===== src/rtl/burst_seq_pkg.sv =====
// Shared definitions for the burst address sequencer.
// Assumes the burst counter covers a group of four beats.
package burst_seq_pkg;
    localparam int BEAT_W = 2;
    typedef logic [BEAT_W-1:0] beat_t;
    typedef enum logic {
        ORDER_LINEAR     = 1'b0,
        ORDER_INTERLEAVE = 1'b1
    } order_e;
endpackage


===== src/rtl/burst_strobe_decode.sv =====
// Decodes the address strobes, chip enable and advance into one capture
// request and one step request. A capture always overrides a step.
// Assumes all inputs are synchronous to the consuming clock.
module burst_strobe_decode (
    input  logic proc_strobe_n,
    input  logic ctrl_strobe_n,
    input  logic ce_n,
    input  logic adv_n,
    input  logic seq_valid,
    output logic load,
    output logic step
);
    // Capture on controller strobe, or processor strobe while enabled; step otherwise.
    always_comb begin
        load = (!ctrl_strobe_n) || (!proc_strobe_n && !ce_n);
        step = !load && !adv_n && seq_valid;
    end
endmodule


===== src/rtl/burst_beat_counter.sv =====
// Holds the captured start address and the beat count of the current burst.
// Assumes load and step are never both active (decoded upstream).
module burst_beat_counter
    import burst_seq_pkg::*;
#(
    parameter int ADDR_W = 20
) (
    input  logic              clk,
    input  logic              rst_n,
    input  logic              load,
    input  logic              step,
    input  logic [ADDR_W-1:0] ext_addr,
    output logic [ADDR_W-1:0] base_addr,
    output beat_t             beat,
    output logic              seq_valid
);
    // Capture the start address, advance the beat, or hold.
    always_ff @(posedge clk) begin
        if (!rst_n) begin
            base_addr <= '0;
            beat      <= '0;
            seq_valid <= 1'b0;
        end else if (load) begin
            base_addr <= ext_addr;
            beat      <= '0;
            seq_valid <= 1'b1;
        end else if (step) begin
            beat      <= beat + beat_t'(1);
        end
    end


    load_capture_chk: assert property (@(posedge clk) disable iff (!rst_n)
        load |=> (base_addr == $past(ext_addr)) && (beat == '0) && seq_valid);


    beat_step_chk: assert property (@(posedge clk) disable iff (!rst_n)
        step |=> (beat == beat_t'($past(beat) + beat_t'(1))) && $stable(base_addr));


    idle_hold_chk: assert property (@(posedge clk) disable iff (!rst_n)
        (!load && !step) |=> $stable(base_addr) && $stable(beat) && $stable(seq_valid));
endmodule


===== src/rtl/burst_order_map.sv =====
// Maps start address and beat count to the current address in the selected
// order. Assumes order is a static configuration level.
module burst_order_map
    import burst_seq_pkg::*;
#(
    parameter int ADDR_W = 20
) (
    input  logic [ADDR_W-1:0] base_addr,
    input  beat_t             beat,
    input  order_e            order,
    output logic [ADDR_W-1:0] mapped_addr
);
    localparam int HI_W = ADDR_W - BEAT_W;

    beat_t lin_low;
    beat_t ilv_low;

    // Linear order: modulo-4 sum of start bits and beat.
    always_comb lin_low = base_addr[BEAT_W-1:0] + beat;

    // Interleaved order: per-bit XOR of start bits and beat.
    for (genvar b = 0; b < BEAT_W; b++) begin : g_ilv
        assign ilv_low[b] = base_addr[b] ^ beat[b];
    end

    // Select the low bits by order and keep the upper bits as captured.
    always_comb begin
        mapped_addr[ADDR_W-1:BEAT_W] = base_addr[ADDR_W-1:BEAT_W];
        mapped_addr[BEAT_W-1:0]      = (order == ORDER_LINEAR) ? lin_low : ilv_low;
    end

    initial begin
        if (HI_W < 1) $error("ADDR_W must exceed the beat width");
    end
endmodule


===== src/rtl/burst_addr_seq.sv =====
// Burst address sequencer top: captures an external address on either
// strobe and steps its two low bits in linear or interleaved order.
// Assumes order_lin_n is held steady for the length of a burst.
module burst_addr_seq
    import burst_seq_pkg::*;
#(
    parameter int ADDR_W = 20
) (
    input  logic              clk,
    input  logic              rst_n,
    input  logic [ADDR_W-1:0] ext_addr,
    input  logic              proc_strobe_n,
    input  logic              ctrl_strobe_n,
    input  logic              adv_n,
    input  logic              ce_n,
    input  logic              order_lin_n,
    output logic [ADDR_W-1:0] cur_addr,
    output logic              addr_valid
);
    logic              load;
    logic              step;
    logic              seq_valid;
    logic [ADDR_W-1:0] base_addr;
    beat_t             beat;
    order_e            order;

    // Translate the order pin into the order type.
    always_comb order = order_lin_n ? ORDER_INTERLEAVE : ORDER_LINEAR;

    burst_strobe_decode u_decode (
        .proc_strobe_n (proc_strobe_n),
        .ctrl_strobe_n (ctrl_strobe_n),
        .ce_n          (ce_n),
        .adv_n         (adv_n),
        .seq_valid     (seq_valid),
        .load          (load),
        .step          (step)
    );

    burst_beat_counter #(.ADDR_W(ADDR_W)) u_counter (
        .clk       (clk),
        .rst_n     (rst_n),
        .load      (load),
        .step      (step),
        .ext_addr  (ext_addr),
        .base_addr (base_addr),
        .beat      (beat),
        .seq_valid (seq_valid)
    );

    burst_order_map #(.ADDR_W(ADDR_W)) u_map (
        .base_addr   (base_addr),
        .beat        (beat),
        .order       (order),
        .mapped_addr (cur_addr)
    );

    // Expose the capture flag at the port.
    always_comb addr_valid = seq_valid;


    proc_gated_chk: assert property (@(posedge clk) disable iff (!rst_n)
        (!proc_strobe_n && ce_n && ctrl_strobe_n && adv_n)
        |=> (!$stable(order_lin_n) || $stable(cur_addr)));


    upper_hold_chk: assert property (@(posedge clk) disable iff (!rst_n)
        (ctrl_strobe_n && (proc_strobe_n || ce_n))
        |=> $stable(cur_addr[ADDR_W-1:BEAT_W]));


    linear_step_chk: assert property (@(posedge clk) disable iff (!rst_n)
        (!adv_n && ctrl_strobe_n && (proc_strobe_n || ce_n) && addr_valid && !order_lin_n)
        |=> (order_lin_n || (cur_addr[BEAT_W-1:0] == beat_t'($past(cur_addr[BEAT_W-1:0]) + beat_t'(1)))));


    load_wins_chk: assert property (@(posedge clk) disable iff (!rst_n)
        (!ctrl_strobe_n && !adv_n) |=> (base_addr == $past(ext_addr)) && (beat == '0));


    no_step_unloaded_chk: assert property (@(posedge clk) disable iff (!rst_n)
        (!addr_valid && ctrl_strobe_n && (proc_strobe_n || ce_n))
        |=> !addr_valid && (cur_addr == '0));
endmodule


===== config.mk =====
export PLATFORM = sky130hd
export DESIGN_NAME = burst_addr_seq
export DESIGN_NICKNAME = d
export VERILOG_FILES = /design/src/rtl/burst_seq_pkg.sv /design/src/rtl/burst_strobe_decode.sv /design/src/rtl/burst_beat_counter.sv /design/src/rtl/burst_order_map.sv /design/src/rtl/burst_addr_seq.sv
export SDC_FILE = /design/constraint.sdc
export NUM_CORES = 1
export LEC_CHECK = 0
export BUFFER_PORTS_ARGS = -buffer_cell sky130_fd_sc_hd__buf_2
export CAP_MARGIN = 0
export CORE_MARGIN = 10
export CORE_UTILIZATION = 46
export DETAILED_ROUTE_END_ITERATION = 8
export PLACE_DENSITY = 0.78
export SYNTH_ARGS = -nofsm -noshare
export SYNTH_HDL_FRONTEND = slang
export SYNTH_HIERARCHICAL = 1
export SYNTH_SLANG_ARGS = --single-unit

===== constraint.sdc =====
create_clock -name clk -period 1.09 [get_ports clk]
set_input_delay 0.0545 -clock clk [delete_from_list [all_inputs] [get_ports clk]]
set_output_delay 0.0545 -clock clk [all_outputs]
set_load 0.01 [all_outputs]

==> metrics.txt <==
# TYPE chip_impl_metric gauge
chip_impl_metric{name="yosysTopAreaCellShare",unit=""} 0.420
chip_impl_metric{name="first_global_vias",unit=""} 745
chip_impl_info{name="netlist_top_cells_count",value="sky130_fd_sc_hd__dfxtp_1, sky130_fd_sc_hd__nor2b_1, sky130_fd_sc_hd__mux2i_1"} 1
chip_impl_info{name="hp-start",value="ext_addr[2]"} 1
chip_impl_metric{name="mappedNetlistArea",unit="um^2"} 1100
chip_impl_metric{name="p_per_area",unit="nW/um^2"} 1230
chip_impl_metric{name="setup_ws",unit="ns"} -0.193
chip_impl_metric{name="drt.antenna.violating_nets",unit=""} 0
chip_impl_info{name="critPathCaptureType",value="output port"} 1
chip_impl_metric{name="detail_route.wl_per_cell",unit="um"} 14.1
chip_impl_metric{name="multiInputGateArea",unit="um^2"} 484
chip_impl_metric{name="setup_viol",unit=""} 1
chip_impl_metric{name="io_pins",unit=""} 48
chip_impl_metric{name="synth-async-reset-ratio",unit=""} 0
chip_impl_metric{name="clock_insertion_delay_worst_skew",unit="ns"} 0.30
chip_impl_metric{name="die-area",unit="um^2"} 4740
chip_impl_metric{name="cts.htree.levels",unit=""} 1
chip_impl_metric{name="core-area",unit="um^2"} 2230
chip_impl_metric{name="antenna_found_initial",unit=""} 0
chip_impl_metric{name="timing_worst_slew_pin_value",unit="ns"} 0.339
chip_impl_metric{name="detailroute.via_count",unit=""} 726
chip_impl_metric{name="max_cap_viol_count",unit=""} 0
chip_impl_metric{name="combinationalPowerShare",unit=""} 0.185
chip_impl_metric{name="synth.lib_cells_used.distinct",unit=""} 17
chip_impl_metric{name="route.final.wire_length",unit="um"} 2260
chip_impl_metric{name="cp.arrival",unit="ns"} 1.23
chip_impl_info{name="setup_repair_after_global_routing_missed_its_margin",value="yes"} 1
chip_impl_metric{name="timing.reg2reg.setup_slack",unit="ns"} 0.17
chip_impl_metric{name="antenna_diode_instance_count",unit=""} 0
chip_impl_metric{name="min_path_cells",unit=""} 3
chip_impl_metric{name="largest_net_degree_at_the_start_of_global_routing",unit=""} 23
chip_impl_metric{name="report.power.total",unit="mW"} 1.61
chip_impl_metric{name="peakVddDrop",unit="V"} 0.000641
chip_impl_info{name="outcome",value="complete, but fails checks"} 1
chip_impl_info{name="synth_area_leaders",value="sky130_fd_sc_hd__dfxtp_1, sky130_fd_sc_hd__mux2i_1, sky130_fd_sc_hd__buf_4"} 1
chip_impl_metric{name="fin_setup_tns",unit="ns"} -0.193
chip_impl_info{name="whs_endpoint",value="u_counter/base_addr[2]$_SDFFE_PN0P_"} 1
chip_impl_metric{name="rr_worst_depth",unit=""} 3
chip_impl_metric{name="longest_clk_path_bufs",unit=""} 2
chip_impl_metric{name="max_freq",unit="MHz"} 780
chip_impl_metric{name="dr.pass1.iters",unit=""} 3
chip_impl_metric{name="filler_cell_count",unit=""} 211
chip_impl_metric{name="synth_seq_cells",unit=""} 23
chip_impl_metric{name="fin_crit",unit="ns"} 1.28
chip_impl_metric{name="drcViolationCount",unit=""} 0
chip_impl_metric{name="netlist_instances",unit=""} 99
chip_impl_info{name="worstReg2RegEnd",value="u_counter/beat[1]$_SDFFE_PP0P_"} 1
chip_impl_info{name="crit_path_class",value="reg2out"} 1
chip_impl_metric{name="leakagePower",unit="nW"} 0.667
chip_impl_metric{name="routabilityCongestion",unit=""} 0.739
chip_impl_metric{name="floorplan.die.height",unit="um"} 68.8
chip_impl_metric{name="post_route_cells_drive_above_1_share",unit=""} 0.489
chip_impl_info{name="post-synth-top-area-cell",value="sky130_fd_sc_hd__dfxtp_1"} 1
chip_impl_metric{name="grt_pass1_wl",unit="um"} 3420
chip_impl_metric{name="hold_violations",unit=""} 0
chip_impl_metric{name="yosys_warnings",unit=""} 6
chip_impl_metric{name="die_w",unit="um"} 68.8
chip_impl_info{name="ctsRootBufferMaster",value="sky130_fd_sc_hd__clkbuf_4"} 1
chip_impl_metric{name="internal_power",unit="mW"} 1.20
chip_impl_info{name="clock_tree_from_tritoncts",value="yes"} 1
chip_impl_metric{name="regArea",unit="um^2"} 464
chip_impl_metric{name="timing.slew.headroom",unit=""} 0.774
chip_impl_metric{name="clock-sinks",unit=""} 23
chip_impl_info{name="startpoint_class_of_the_critical_path",value="flop"} 1
chip_impl_metric{name="p_seq_frac",unit=""} 0.573
chip_impl_info{name="violations",value="negative setup slack"} 1
chip_impl_metric{name="grt_overflow",unit=""} 0
chip_impl_metric{name="p_sw_frac",unit=""} 0.254
chip_impl_metric{name="final.hold.worst_slack",unit="ns"} 0.00240
chip_impl_metric{name="layout.nets",unit=""} 162
chip_impl_metric{name="final.setup_skew",unit="ns"} 0.00176
chip_impl_metric{name="worst_ep_required_time",unit="ns"} 1.04
chip_impl_metric{name="grt_usage",unit=""} 0.0928
chip_impl_metric{name="drt_iter0_markers",unit=""} 34
chip_impl_info{name="class_of_the_tightest_hold_or_removal_check",value="in2reg"} 1
chip_impl_info{name="synthFlopType",value="sky130_fd_sc_hd__dfxtp_1"} 1
chip_impl_metric{name="dp_hpwl",unit="um"} 1710
chip_impl_metric{name="cp_max_fo",unit=""} 2
chip_impl_info{name="synth_most_common_cell",value="sky130_fd_sc_hd__dfxtp_1"} 1
chip_impl_info{name="rr_startpoint",value="u_counter/seq_valid$_SDFFE_PN0P_"} 1
chip_impl_metric{name="yosysSeqAreaShare",unit=""} 0.420
chip_impl_metric{name="net_count_of_the_mapped_netlist",unit=""} 127
chip_impl_metric{name="synth_edf_count",unit=""} 0
chip_impl_metric{name="min_period_over_period",unit=""} 1.18
chip_impl_metric{name="final_max_slew_viols",unit=""} 0
chip_impl_metric{name="cts_buffers",unit=""} 3
chip_impl_metric{name="clkPwrFrac",unit=""} 0.242
chip_impl_metric{name="net-switching-power",unit="mW"} 0.409
chip_impl_metric{name="num_rows",unit=""} 17
chip_impl_metric{name="io_buffer_count",unit=""} 47
chip_impl_metric{name="routed_via_density",unit=""} 4.51
chip_impl_metric{name="cts.reportedPaths.clkPinSlew",unit="ns"} 0.12
chip_impl_metric{name="syn_avg_cell_area",unit="um^2"} 11.1
chip_impl_metric{name="flow.area_growth_from_synthesis",unit="%"} 18.8
chip_impl_metric{name="floorplan.initialDensity",unit=""} 0.491
==> flip-flops by register name, indices dropped and copies added (netlist names) <==
register             cells
u_counter/base_addr     20
u_counter/beat           2
u_counter/seq_valid      1
==> timing repair <==
action,4_1_cts,5_1_grt
setup buffers,1,0
resized for setup,7,4
hold buffers,2,1
endpoints found under the hold margin,2,1
pin swaps,2,2
setup endpoints to repair,2,3
cloned,0,0
==> how the worst max path moves through the flow <==
stage	start	end	slack, ns	cells past startpoint
after floorplan	u_counter/seq_valid$_SDFFE_PN0P_	u_counter/beat[1]$_SDFFE_PP0P_	0.16	3
after global placement	ce_n	u_counter/base_addr[16]$_SDFFE_PN0P_	0.10	5
after detailed placement	ce_n	u_counter/base_addr[18]$_SDFFE_PN0P_	0.05	5
after CTS	u_counter/beat[0]$_SDFFE_PP0P_	cur_addr[1]	-0.18	4
after global routing	u_counter/base_addr[0]$_SDFFE_PN0P_	cur_addr[1]	-0.25	4
final	u_counter/base_addr[0]$_SDFFE_PN0P_	cur_addr[1]	-0.19	4
==> stage by stage <==
| step | utilization | worst slack, ns | instances | cell area [um^2] |
|---|---|---|---|---|
| 6_report | 0.584 | -0.193 | 161 | 1300 |
| 3_5_place_dp | 0.532 | 0.0514 | 153 | 1190 |
| 2_1_floorplan | - | 0.162 | 99 | 1100 |
| 4_1_cts | 0.569 | -0.179 | 160 | 1270 |
| 3_3_place_gp | 0.532 | 0.101 | 153 | 1190 |
| 5_1_grt | 0.584 | -0.247 | 161 | 1300 |
==> cell families after synthesis <==
kind of cell             count (synthesis)  share of synthesized area
AND/OR/NAND/NOR                         25                      0.154
buffers and inverters                   23                      0.177
flip-flops                              23                      0.420
multiplexers                            20                      0.182
AO/OA/AOI/OAI                            4                     0.0319
XOR/XNOR                                 3                     0.0239
adder cells (fa/ha/maj)                  1                     0.0114
==> placed cells by master (no fill, tap or decap), drive strengths merged <==
cell         count
o21a             1
buf             50
nor3b            1
nor2b           21
xnor2            3
o21ai            1
dfxtp           23
clkbuf           4
nand2b           1
dlygate4sd3      3
nand3b           1
nor2             1
mux2i           20
ha               1
a21bo            1
a21oi            1
==> worst max-delay path, stage by stage, from the launching register on <==
cell	delay, ns
sky130_fd_sc_hd__dfxtp_2	0.38
sky130_fd_sc_hd__ha_4	0.13
sky130_fd_sc_hd__nor2b_4	0.15
sky130_fd_sc_hd__xnor2_2	0.12
sky130_fd_sc_hd__buf_2	0.15
==> layout make-up <==
| class | instances | share of cell area |
|---|---|---|
| Sequential cell | 23 | 0.356 |
| Timing Repair Buffer | 53 | 0.226 |
| Clock buffer | 4 | 0.0202 |
| Multi-Input combinational cell | 53 | 0.371 |
| Tap cell | 28 | 0.0269 |
==> power by group through the flow <==
stage	logic [mW]	clock network, mW	registers, mW
floorplan	0.238	0	0.934
global placement	0.272	0	0.935
detailed placement	0.280	0	0.937
CTS	0.293	0.399	0.921
global route	0.327	0.436	0.931
finish	0.298	0.389	0.922
==> layer usage <==
| metal | track usage | wire length (um) | up-vias |
|---|---|---|---|
| li1 | - | - | 371 |
| met3 | 0.0451 | 307 | 2 |
| met5 | 0 | 0 | - |
| met4 | 0.0296 | 9 | 0 |
| met2 | 0.142 | 981 | 35 |
| met1 | 0.112 | 964 | 318 |
(Power assumes the default switching activity.)
